<file path="src/rtl/cpc_pkg.sv">
package cpc_pkg;
  localparam int BW    = 8;
  localparam int NCMD  = 7;
  localparam int NTP   = 4;
  localparam int NST   = 8;
  localparam int MSK_W = 3 * BW;
  localparam int DAC_W = 2 * BW;

  localparam int S_IDLE = 0;
  localparam int S_WM1  = 1;
  localparam int S_WM2  = 2;
  localparam int S_WM3  = 3;
  localparam int S_WD1  = 4;
  localparam int S_WD2  = 5;
  localparam int S_RC1  = 6;
  localparam int S_RH1  = 7;

  typedef enum logic [2:0] {
    C_WMASK  = 3'd0,
    C_RMASK  = 3'd1,
    C_WDAC   = 3'd2,
    C_RCNT   = 3'd3,
    C_TWIN   = 3'd4,
    C_TPULSE = 3'd5,
    C_RCHAN  = 3'd6
  } cmd_e;

  typedef struct packed {
    logic       ok;
    cmd_e       cmd;
    logic [1:0] arg;
  } cw_t;

  function automatic cw_t cw_decode(input logic [BW-1:0] cw);
    cw_t r;
    logic [5:0] code;
    code  = cw[7:2];
    r.ok  = (code >= 6'd1) && (code <= 6'(NCMD));
    r.cmd = r.ok ? cmd_e'(code[2:0] - 3'd1) : C_WMASK;
    r.arg = cw[1:0];
    return r;
  endfunction

  function automatic logic [1:0] cmd_len(input cmd_e c);
    case (c)
      C_WMASK: return 2'd3;
      C_WDAC:  return 2'd2;
      C_RCNT:  return 2'd1;
      C_RCHAN: return 2'd1;
      default: return 2'd0;
    endcase
  endfunction

  function automatic logic [NST-1:0] st_oh(input int i);
    return NST'(1) << i;
  endfunction
endpackage

</file>
<file path="src/rtl/cpc_cw_decode.sv">
module cpc_cw_decode
  import cpc_pkg::*;
(
  input  logic [BW-1:0] rx_data,
  output cw_t           dec
);
  always_comb dec = cw_decode(rx_data);
endmodule

</file>
<file path="src/rtl/cpc_gap_timer.sv">
module cpc_gap_timer #(
  parameter int GAP_CYC = 100000
) (
  input  logic clk,
  input  logic rst_n,
  input  logic busy,
  input  logic kick,
  input  logic rx_valid,
  output logic gap_expired
);
  localparam int CNT_W = (GAP_CYC > 2) ? $clog2(GAP_CYC) : 1;
  localparam logic [CNT_W-1:0] LAST = CNT_W'(GAP_CYC - 1);

  logic [CNT_W-1:0] cnt;

  always_ff @(posedge clk) begin
    if (!rst_n)              cnt <= '0;
    else if (kick || !busy)  cnt <= '0;
    else if (cnt != LAST)    cnt <= cnt + 1'b1;
  end

  assign gap_expired = busy && !rx_valid && (cnt == LAST);

  AST_CNT_BOUND: assert property (@(posedge clk) disable iff (!rst_n)
    cnt <= LAST);
  AST_KICK_CLEARS: assert property (@(posedge clk) disable iff (!rst_n)
    kick |=> !gap_expired);
endmodule

</file>
<file path="src/rtl/cpc_seq_fsm.sv">
module cpc_seq_fsm
  import cpc_pkg::*;
(
  input  logic       clk,
  input  logic       rst_n,
  input  logic       rx_valid,
  input  cw_t        dec,
  input  logic       gap_expired,
  output logic       busy,
  output logic       cw_take,
  output logic       dat_take,
  output cmd_e       dat_cmd,
  output logic [1:0] dat_idx,
  output logic       dat_last
);
  logic [NST-1:0] st, nx;

  assign busy     = !st[S_IDLE];
  assign cw_take  = st[S_IDLE] && rx_valid && dec.ok;
  assign dat_take = busy && rx_valid;

  always_comb begin
    dat_cmd  = C_WMASK;
    dat_idx  = 2'd0;
    dat_last = 1'b0;
    if (st[S_WM2]) dat_idx = 2'd1;
    if (st[S_WM3]) begin dat_idx = 2'd2; dat_last = 1'b1; end
    if (st[S_WD1]) dat_cmd = C_WDAC;
    if (st[S_WD2]) begin dat_cmd = C_WDAC; dat_idx = 2'd1; dat_last = 1'b1; end
    if (st[S_RC1]) begin dat_cmd = C_RCNT; dat_last = 1'b1; end
    if (st[S_RH1]) begin dat_cmd = C_RCHAN; dat_last = 1'b1; end
  end

  always_comb begin
    nx = st;
    if (gap_expired) nx = st_oh(S_IDLE);
    else if (cw_take) begin
      case (dec.cmd)
        C_WMASK: nx = st_oh(S_WM1);
        C_WDAC:  nx = st_oh(S_WD1);
        C_RCNT:  nx = st_oh(S_RC1);
        C_RCHAN: nx = st_oh(S_RH1);
        default: nx = st;
      endcase
    end else if (dat_take) begin
      nx = dat_last ? st_oh(S_IDLE) : (st << 1);
    end
  end

  always_ff @(posedge clk) begin
    if (!rst_n) st <= st_oh(S_IDLE);
    else        st <= nx;
  end

  AST_STATE_ONEHOT: assert property (@(posedge clk) disable iff (!rst_n)
    $countones(st) == 1);
  AST_LAST_TO_IDLE: assert property (@(posedge clk) disable iff (!rst_n)
    (dat_take && dat_last) |=> st[S_IDLE]);
  AST_GAP_TO_IDLE: assert property (@(posedge clk) disable iff (!rst_n)
    gap_expired |=> st[S_IDLE]);
  AST_BAD_CW_IDLE: assert property (@(posedge clk) disable iff (!rst_n)
    (st[S_IDLE] && rx_valid && !dec.ok) |=> st[S_IDLE]);
endmodule

</file>
<file path="src/rtl/cpc_datapath.sv">
module cpc_datapath
  import cpc_pkg::*;
(
  input  logic             clk,
  input  logic             rst_n,
  input  logic [BW-1:0]    rx_data,
  input  cw_t              dec,
  input  logic             cw_take,
  input  logic             dat_take,
  input  cmd_e             dat_cmd,
  input  logic [1:0]       dat_idx,
  input  logic             dat_last,
  output logic [NCMD-1:0]  cmd_pulse,
  output logic             store_stb,
  output logic [1:0]       store_idx,
  output logic [BW-1:0]    store_byte,
  output logic [MSK_W-1:0] mask_word,
  output logic             mask_load,
  output logic [DAC_W-1:0] dac_word,
  output logic             dac_load,
  output logic [BW-1:0]    cnt_addr,
  output logic [BW-1:0]    chan_sel,
  output logic [1:0]       twin_sel,
  output logic [NTP-1:0]   test_fire,
  output logic             resp_req
);
  logic [2*BW-1:0] mbuf;
  logic [BW-1:0]   dbuf;
  logic            take_m, take_d, take_c, take_h;

  assign take_m = dat_take && (dat_cmd == C_WMASK);
  assign take_d = dat_take && (dat_cmd == C_WDAC);
  assign take_c = dat_take && (dat_cmd == C_RCNT);
  assign take_h = dat_take && (dat_cmd == C_RCHAN);

  always_ff @(posedge clk) begin
    if (!rst_n) begin
      cmd_pulse <= '0;
      test_fire <= '0;
      store_stb <= 1'b0;
      store_idx <= '0;
      store_byte <= '0;
      resp_req  <= 1'b0;
      twin_sel  <= '0;
    end else begin
      cmd_pulse <= cw_take ? (NCMD'(1) << dec.cmd) : '0;
      test_fire <= (cw_take && dec.cmd == C_TPULSE) ? (NTP'(1) << dec.arg) : '0;
      store_stb <= dat_take;
      if (dat_take) begin
        store_idx  <= dat_idx;
        store_byte <= rx_data;
      end
      resp_req <= (cw_take && dec.cmd == C_RMASK) || take_c;
      if (cw_take && dec.cmd == C_TWIN) twin_sel <= dec.arg;
    end
  end

  always_ff @(posedge clk) begin
    if (!rst_n) begin
      mbuf      <= '0;
      mask_word <= '0;
      mask_load <= 1'b0;
    end else begin
      mask_load <= take_m && dat_last;
      if (take_m) begin
        if (dat_last)               mask_word <= {rx_data, mbuf};
        else if (dat_idx == 2'd0)   mbuf[BW-1:0] <= rx_data;
        else                        mbuf[2*BW-1:BW] <= rx_data;
      end
    end
  end

  always_ff @(posedge clk) begin
    if (!rst_n) begin
      dbuf     <= '0;
      dac_word <= '0;
      dac_load <= 1'b0;
      cnt_addr <= '0;
      chan_sel <= '0;
    end else begin
      dac_load <= take_d && dat_last;
      if (take_d) begin
        if (dat_last) dac_word <= {rx_data, dbuf};
        else          dbuf <= rx_data;
      end
      if (take_c) cnt_addr <= rx_data;
      if (take_h) chan_sel <= rx_data;
    end
  end

  AST_CMD_ONEHOT0: assert property (@(posedge clk) disable iff (!rst_n)
    $onehot0(cmd_pulse));
  AST_CMD_XOR_STORE: assert property (@(posedge clk) disable iff (!rst_n)
    !(store_stb && (cmd_pulse != '0)));
  AST_MASK_LAST: assert property (@(posedge clk) disable iff (!rst_n)
    mask_load |-> (store_stb && store_idx == 2'd2));
  AST_DAC_LAST: assert property (@(posedge clk) disable iff (!rst_n)
    dac_load |-> (store_stb && store_idx == 2'd1));
  AST_TEST_WITH_CMD: assert property (@(posedge clk) disable iff (!rst_n)
    (test_fire != '0) |-> (cmd_pulse[C_TPULSE] && $onehot0(test_fire)));
  AST_RESP_SOURCE: assert property (@(posedge clk) disable iff (!rst_n)
    resp_req |-> (cmd_pulse[C_RMASK] || store_stb));
endmodule

</file>
<file path="src/rtl/cmd_pkt_ctrl.sv">
module cmd_pkt_ctrl
  import cpc_pkg::*;
#(
  parameter int CLK_KHZ    = 10000,
  parameter int TIMEOUT_MS = 10
) (
  input  logic        clk,
  input  logic        rst_n,
  input  logic [7:0]  rx_data,
  input  logic        rx_valid,
  output logic [6:0]  cmd_pulse,
  output logic        store_stb,
  output logic [1:0]  store_idx,
  output logic [7:0]  store_byte,
  output logic [23:0] mask_word,
  output logic        mask_load,
  output logic [15:0] dac_word,
  output logic        dac_load,
  output logic [7:0]  cnt_addr,
  output logic [7:0]  chan_sel,
  output logic [1:0]  twin_sel,
  output logic [3:0]  test_fire,
  output logic        resp_req
);
  localparam int GAP_CYC = CLK_KHZ * TIMEOUT_MS;

  cw_t        dec;
  logic       busy, cw_take, dat_take, dat_last, gap_expired;
  cmd_e       dat_cmd;
  logic [1:0] dat_idx;

  cpc_cw_decode u_dec (
    .rx_data (rx_data),
    .dec     (dec)
  );

  cpc_gap_timer #(.GAP_CYC(GAP_CYC)) u_gap (
    .clk         (clk),
    .rst_n       (rst_n),
    .busy        (busy),
    .kick        (dat_take),
    .rx_valid    (rx_valid),
    .gap_expired (gap_expired)
  );

  cpc_seq_fsm u_fsm (
    .clk         (clk),
    .rst_n       (rst_n),
    .rx_valid    (rx_valid),
    .dec         (dec),
    .gap_expired (gap_expired),
    .busy        (busy),
    .cw_take     (cw_take),
    .dat_take    (dat_take),
    .dat_cmd     (dat_cmd),
    .dat_idx     (dat_idx),
    .dat_last    (dat_last)
  );

  cpc_datapath u_dp (
    .clk        (clk),
    .rst_n      (rst_n),
    .rx_data    (rx_data),
    .dec        (dec),
    .cw_take    (cw_take),
    .dat_take   (dat_take),
    .dat_cmd    (dat_cmd),
    .dat_idx    (dat_idx),
    .dat_last   (dat_last),
    .cmd_pulse  (cmd_pulse),
    .store_stb  (store_stb),
    .store_idx  (store_idx),
    .store_byte (store_byte),
    .mask_word  (mask_word),
    .mask_load  (mask_load),
    .dac_word   (dac_word),
    .dac_load   (dac_load),
    .cnt_addr   (cnt_addr),
    .chan_sel   (chan_sel),
    .twin_sel   (twin_sel),
    .test_fire  (test_fire),
    .resp_req   (resp_req)
  );

  AST_BUSY_NO_CMD: assert property (@(posedge clk) disable iff (!rst_n)
    (busy && rx_valid) |=> (cmd_pulse == '0 && store_stb));
endmodule

</file>
<file path="config.mk">
export PLATFORM = sky130hd
export DESIGN_NAME = cmd_pkt_ctrl
export DESIGN_NICKNAME = d
export VERILOG_FILES = /design/src/rtl/cpc_pkg.sv /design/src/rtl/cpc_cw_decode.sv /design/src/rtl/cpc_gap_timer.sv /design/src/rtl/cpc_seq_fsm.sv /design/src/rtl/cpc_datapath.sv /design/src/rtl/cmd_pkt_ctrl.sv
export SDC_FILE = /design/constraint.sdc
export NUM_CORES = 1
export LEC_CHECK = 0
export ABC_AREA = 1
export BUFFER_PORTS_ARGS = -buffer_cell sky130_fd_sc_hd__buf_2
export CORE_MARGIN = 2
export CORE_UTILIZATION = 61
export CTS_BUF_LIST = sky130_fd_sc_hd__clkbuf_8
export CTS_CLUSTER_DIAMETER = 120
export DETAILED_ROUTE_END_ITERATION = 12
export GPL_ROUTABILITY_DRIVEN = 0
export PLACE_DENSITY = 0.88
export SETUP_SLACK_MARGIN = 0.1
export SYNTH_ARGS = -nofsm -noshare
export SYNTH_HDL_FRONTEND = slang
export SYNTH_SLANG_ARGS = --single-unit
export TNS_END_PERCENT = 50
</file>
<file path="constraint.sdc">
create_clock -name clk -period 2.62 [get_ports clk]
set_input_delay 0.262 -clock clk [delete_from_list [all_inputs] [get_ports clk]]
set_output_delay 0.262 -clock clk [all_outputs]
set_load 0.01 [all_outputs]
</file>
---- Word level (Yosys, flattened, before mapping) ----
Cells that the tools add are included.
cells by class
  $lt $le $gt $ge ......................... 2
  bitwise logic cells ..................... 3
  reductions and logical operators ........ 33
  shift-type cells ........................ 2
  multiplexer cells ....................... 16
  equality and inequality tests ........... 12
  add/sub/neg operators ................... 2
operators with widths
  operator                                              number
  case mux 8 bit (4 select lines)                       1
  2-to-1 mux 8 bit                                      3
  adder 17 x 1 -> 17 bit (second input constant)        1
  == test 17 bit (second input constant)                1
  != test 17 bit (second input constant)                1
  logical AND 1 bit                                     15
  == test 3 x 2 -> 1 bit (second input constant)        4
  == test 3 bit (second input constant)                 4
  AND reduction 2 bit                                   6
  2-to-1 mux 2 bit                                      5
  << shifter 1 x 3 -> 7 bit (first input constant)      1
  >= comparator 6 x 1 -> 1 bit (second input constant)  1
  <= comparator 6 x 3 -> 1 bit (second input constant)  1
  zero test 3 bit                                       2
  2-to-1 mux 3 bit                                      2
  AND reduction 3 bit                                   2
  2-to-1 mux 1 bit                                      5
  != test 5 bit (second input constant)                 1
  OR reduction 2 bit                                    2
  << shifter 1 x 2 -> 4 bit (first input constant)      1
  == test 3 x 1 -> 1 bit (second input constant)        1
  inverter 1 bit                                        3
  subtractor 3 x 1 -> 3 bit (second input constant)     1
  zero test 1 bit                                       2
  other kinds (3)                                       4
word-level totals
  input bits .............................. 11
  flip-flop bits (word level) ............. 132
  logic and storage cells ................. 88

---- Depth between registers and ports, before layout ----
  depth after elaboration ................. 7
  gate-level depth with buffers ........... 12
  depth with buffers taken out ............ 12

---- Modules after synthesis ----
From an unflattened synthesis, not the netlist that was laid out.
unflattened totals
  cells, all modules ...................... 718
  area total of the unflattened synthesis .. 5561.6 sq um
by module, submodules not included
  module         cells an instance  times used  area an instance (sq um)  seq. area each (sq um)
  cpc_datapath   473                1           3897.5                    2142.1
  cpc_gap_timer  153                1           1067.3                    340.3
  cpc_seq_fsm    74                 1           490.5                     160.2
  cpc_cw_decode  18                 1           106.4                     0.0

---- Least setup slack after synthesis ----
No wires, ideal clock.
  path kind ............................... in2reg
  start ................................... input rx_data[3]
  end ..................................... register u_fsm.st[1]
  arrival time ............................ 1.350 ns
  stages on the path ...................... 11
  buffers on the path ..................... 0
  path slack .............................. 1.155 ns
  path through ............................ inv_1 > ha_1 > inv_1 > nand3_1 > nand2_2 > nor2_2 > nand2_1 > inv_1 > nand2_4 > a21oi_1 > nor2_1
between the ends
  cells in the longest elaborated chain, start to end .. 6
  elaborated cells on any way between the ends .. 15
  those cells by class .................... 1 x add/sub; 2 x order compare; 4 x eq/ne; 3 x mux; 5 x reduce/logical
ends and longest elaborated chain
  what                                                                          line               source
  from (decl)                                                                   cmd_pkt_ctrl.sv:9  input logic [7:0] rx_data,
  >= comparator 6 x 1 -> 1 bit or <= comparator 6 x 3 -> 1 bit (tied branches)  cpc_pkg.sv:38      r.ok = (code >= 6'd1) && (code <= 6'(NCMD));
  logical AND 1 bit                                                             cpc_pkg.sv:38
  2-to-1 mux 3 bit                                                              cpc_pkg.sv:39      r.cmd = r.ok ? cmd_e'(code[2:0] - 3'd1) : C_WMASK;
  == test 3 bit (tied with other cells)                                         cpc_seq_fsm.sv:38  case (dec.cmd)
  case mux 8 bit (4 select lines) or != test 5 bit (tied branches)              --
  2-to-1 mux 8 bit or AND reduction 2 bit (tied branches)                       --
  to (signal assigned)                                                          cpc_seq_fsm.sv:51  if (!rst_n) st <= st_oh(S_IDLE);
  to (signal assigned)                                                          cpc_seq_fsm.sv:52  else st <= nx;
  to (decl)                                                                     cpc_seq_fsm.sv:16  logic [NST-1:0] st, nx;
Parallel ways exist; a longest one is shown, timed or not. The select of a mux whose other input is x is not followed.
A chain may end at the register's enable or synchronous reset.

---- Worst setup path in the final report ----
  start ................................... register u_fsm.st[0]
  end ..................................... register u_dp.mask_word[16]
between the ends
  cells in the longest elaborated chain, start to end .. 4
ends and longest elaborated chain
  what                                  line                source
  zero test 1 bit                       cpc_seq_fsm.sv:18   assign busy = !st[S_IDLE];
  logical AND 1 bit                     cpc_seq_fsm.sv:20   assign dat_take = busy && rx_valid;
  logical AND 1 bit                     cpc_datapath.sv:31  assign take_m = dat_take && (dat_cmd == C_WMASK);
  AND reduction 2 bit (no source line)  --
  to (signal assigned)                  cpc_datapath.sv:66  if (dat_last) mask_word <= {rx_data, mbuf};
  to (decl)                             cpc_datapath.sv:17  output logic [MSK_W-1:0] mask_word,
No other way between the ends.

==> flow_metrics.tcl <==
set metrics [dict create \
    grtUsageTotal_pct 28.4 \
    netlist_area_sq_um 4990 \
    crit_chain "inv_2 -> nand2_4 -> nor3_4 -> nand2_2 -> inv_2 -> o21ai_0 -> a21oi_1" \
    syn_nets 623 \
    ctsHoldBuffers 0 \
    max_stage_delay_ns 0.49 \
    peakVddDrop_mv 0.444 \
    p_leak_nw 2.46 \
    layout_common_cells "dfxtp_1, buf_2, nor2_1, a21oi_1, o21ai_0" \
    gr-total-overflow 0 \
    layout.nets 710 \
    slew_headroom_pct 61.1 \
    grt_max_degree 78 \
    h-tree-depth 4 \
    crit_type "flop to flop" \
    cts-root-buf "clkbuf_8" \
    clkSlewWorstSetupHoldPaths_ns 0.09 \
    path_max_fanout 31 \
    port_buffers 93 \
    seq_area_frac_synth_pct 53.0 \
    outcome "complete, no violations" \
    cts_inserted_buffers 17 \
    finalHoldViolations 0 \
    drtPass1Iterations 5 \
    post-route-drc-count 0 \
    drv_cap 0 \
    finalSetupTns_ns 0 \
    rsz0062_at_grt "false" \
    die_h_um 94.4 \
    synth_cells 609 \
    crit_path_start_kind "flop" \
    crit_path_frequent_cell "inv_2" \
    area_growth_pct 17.2 \
    ys.flop_type "dfxtp_1" \
    coreArea_sq_um 7810 \
    syn_avg_cell_area_sq_um 8.19 \
    grt_pass1_wl_mm 19.6 \
    skew_ns 0.0144 \
    layout_min_cycle_time_ns 1.97 \
    setup_viol 0 \
    vias_per_cell 5.69 \
    crit_path_end_kind "flop" \
    cts_tree "yes" \
    synth_edf_count 0 \
    power_density_nw_per_um2 655 \
    cp_slowest_cell "inv_2" \
    die_area_sq_um 8910 \
    post_cts_buffers 0 \
    dp_hpwl_mm 8.13 \
    required_ns 3.00 \
    tightest_slew_ns 0.584 \
    ant_nets 0 \
    cts_sinks 132 \
    ys_ff_latch 132 \
    routed_wirelength_mm 12.4 \
    die_w_um 94.4 \
    cts_max_path_buffers 2 \
    ys_warn_count 0 \
    cts.repair.resized 0 \
    fmax_mhz 508 \
    final_common_cell "dfxtp_1" \
    initial_core_util_pct 63.9 \
    synthArstFlopShare_pct 0 \
    worstPathArrival_ns 2.35 \
    row_count 32 \
    io_pins 94 \
    fin_hold_ws_ns 0.0482 \
    hold_path_class "input pin to flop" \
    diodes 0 \
    first_iter_violations 351 \
    routedWlPerCell_um 15.3 \
    grt_pass1_vias 4164 \
    clk_latency_ns 0.44 \
    slew_violations 0 \
    fin_crit_sh_pct 75.1 \
    route.vias.total 4618 \
    yosysUniqueCellTypes 37 \
    drive_gt1_share_pct 25.0 \
    antenna_found_initial 0 \
]
cell type report:
cell class / instances / area (sq um)
Tap cell: 102 / 128
Fill cell: 589 / 1960
Sequential cell: 132 / 2640
Clock buffer: 18 / 248
Timing Repair Buffer: 95 / 480
Clock inverter: 14 / 144
Multi-Input combinational cell: 391 / 1980
Inverter: 59 / 224
metal layers:
layer	GRT usage (%)	vias up	share of wire (%)
met2	48.0	227	50
met5	0	-	0
met4	12.0	0	2.5
met1	34.8	2153	40
met3	7.02	33	7.7
li1	-	2205	-
kinds of logic after synthesis:
| family | Yosys count | share of synthesized area, % |
|---|---|---|
| AOI/OAI and AO/OA | 179 | 18.9 |
| xor gates and xnor gates | 3 | 0.527 |
| buffers and inverters | 86 | 7.35 |
| DFF | 132 | 53.0 |
| adders and majority gates | 3 | 0.753 |
| and+or+nand+nor | 206 | 19.4 |
synth_stat cells, types with 3 or more instances:
cell	count	area [sq um]
inv_2	13	48.8
buf_4	3	22.5
o21ai_0	67	335
a21oi_2	6	52.6
inv_1	43	161
nand3_2	5	50.1
o21ai_1	15	75.1
nand3_1	26	130
nor3_1	4	20.0
buf_2	5	25.0
a211oi_1	7	52.6
nor2_2	9	56.3
nand4_1	7	43.8
clkbuf_1	13	48.8
dfxtp_1	132	2640
nor2_1	81	304
nand2_2	6	37.5
ha_1	3	37.5
nand2_1	57	214
buf_6	3	33.8
a21oi_1	79	395
path summary, 6_finish.rpt:
path / from / endpoint / slack, ns / cells past startpoint
worst max-delay path: u_fsm.st[0]$_SDFFE_PP1P_ / u_dp.mask_word[16]$_SDFFE_PN0P_ / 0.65 / 7
worst max register to register: u_fsm.st[0]$_SDFFE_PP1P_ / u_dp.mask_word[16]$_SDFFE_PN0P_ / 0.65 / 7
worst min register to register: u_dp.dac_word[4]$_SDFFE_PN0P_ / u_dp.dac_word[4]$_SDFFE_PN0P_ / 0.44 / 2
worst min-delay path: rx_data[0] / u_dp.test_fire[0]$_SDFF_PP0_ / 0.05 / 2
stage by stage:
step           instances  worst slack, ns  area [sq um]  power [mW]  utilization [%]
2_1_floorplan        609             1.16          4990        2.15                -
3_3_place_gp         779            0.823          5450        2.19             69.8
5_1_grt              811            0.440          5840        3.92             74.8
6_report             811            0.651          5840        3.82             74.8
3_5_place_dp         779            0.709          5450        2.20             69.8
4_1_cts              811            0.670          5840        3.83             74.8
critical path, delay by kind of cell (launching register included):
kind	cells	cell delay, ns
compound gates	2	0.31
buf+inv	2	0.57
flops	1	0.36
simple gates	3	0.65
report_power, final:
group	switching [mW]	leakage, nW	internal, mW
combinational	0.105	1.20	0.0336
sequential	0.00556	1.06	2.01
clock	0.864	0.198	0.804
flip-flops by register name (all words and copies together) (netlist names), 2 cells and up:
name	cells
u_dp.cmd_pulse	7
u_dp.dbuf	8
u_gap.cnt	17
u_dp.dac_word	16
u_dp.test_fire	4
u_fsm.st	8
u_dp.mbuf	16
u_dp.chan_sel	8
u_dp.store_idx	2
u_dp.cnt_addr	8
u_dp.twin_sel	2
u_dp.mask_word	24
u_dp.store_byte	8
No activity file was read; power rests on OpenSTA's default activity.
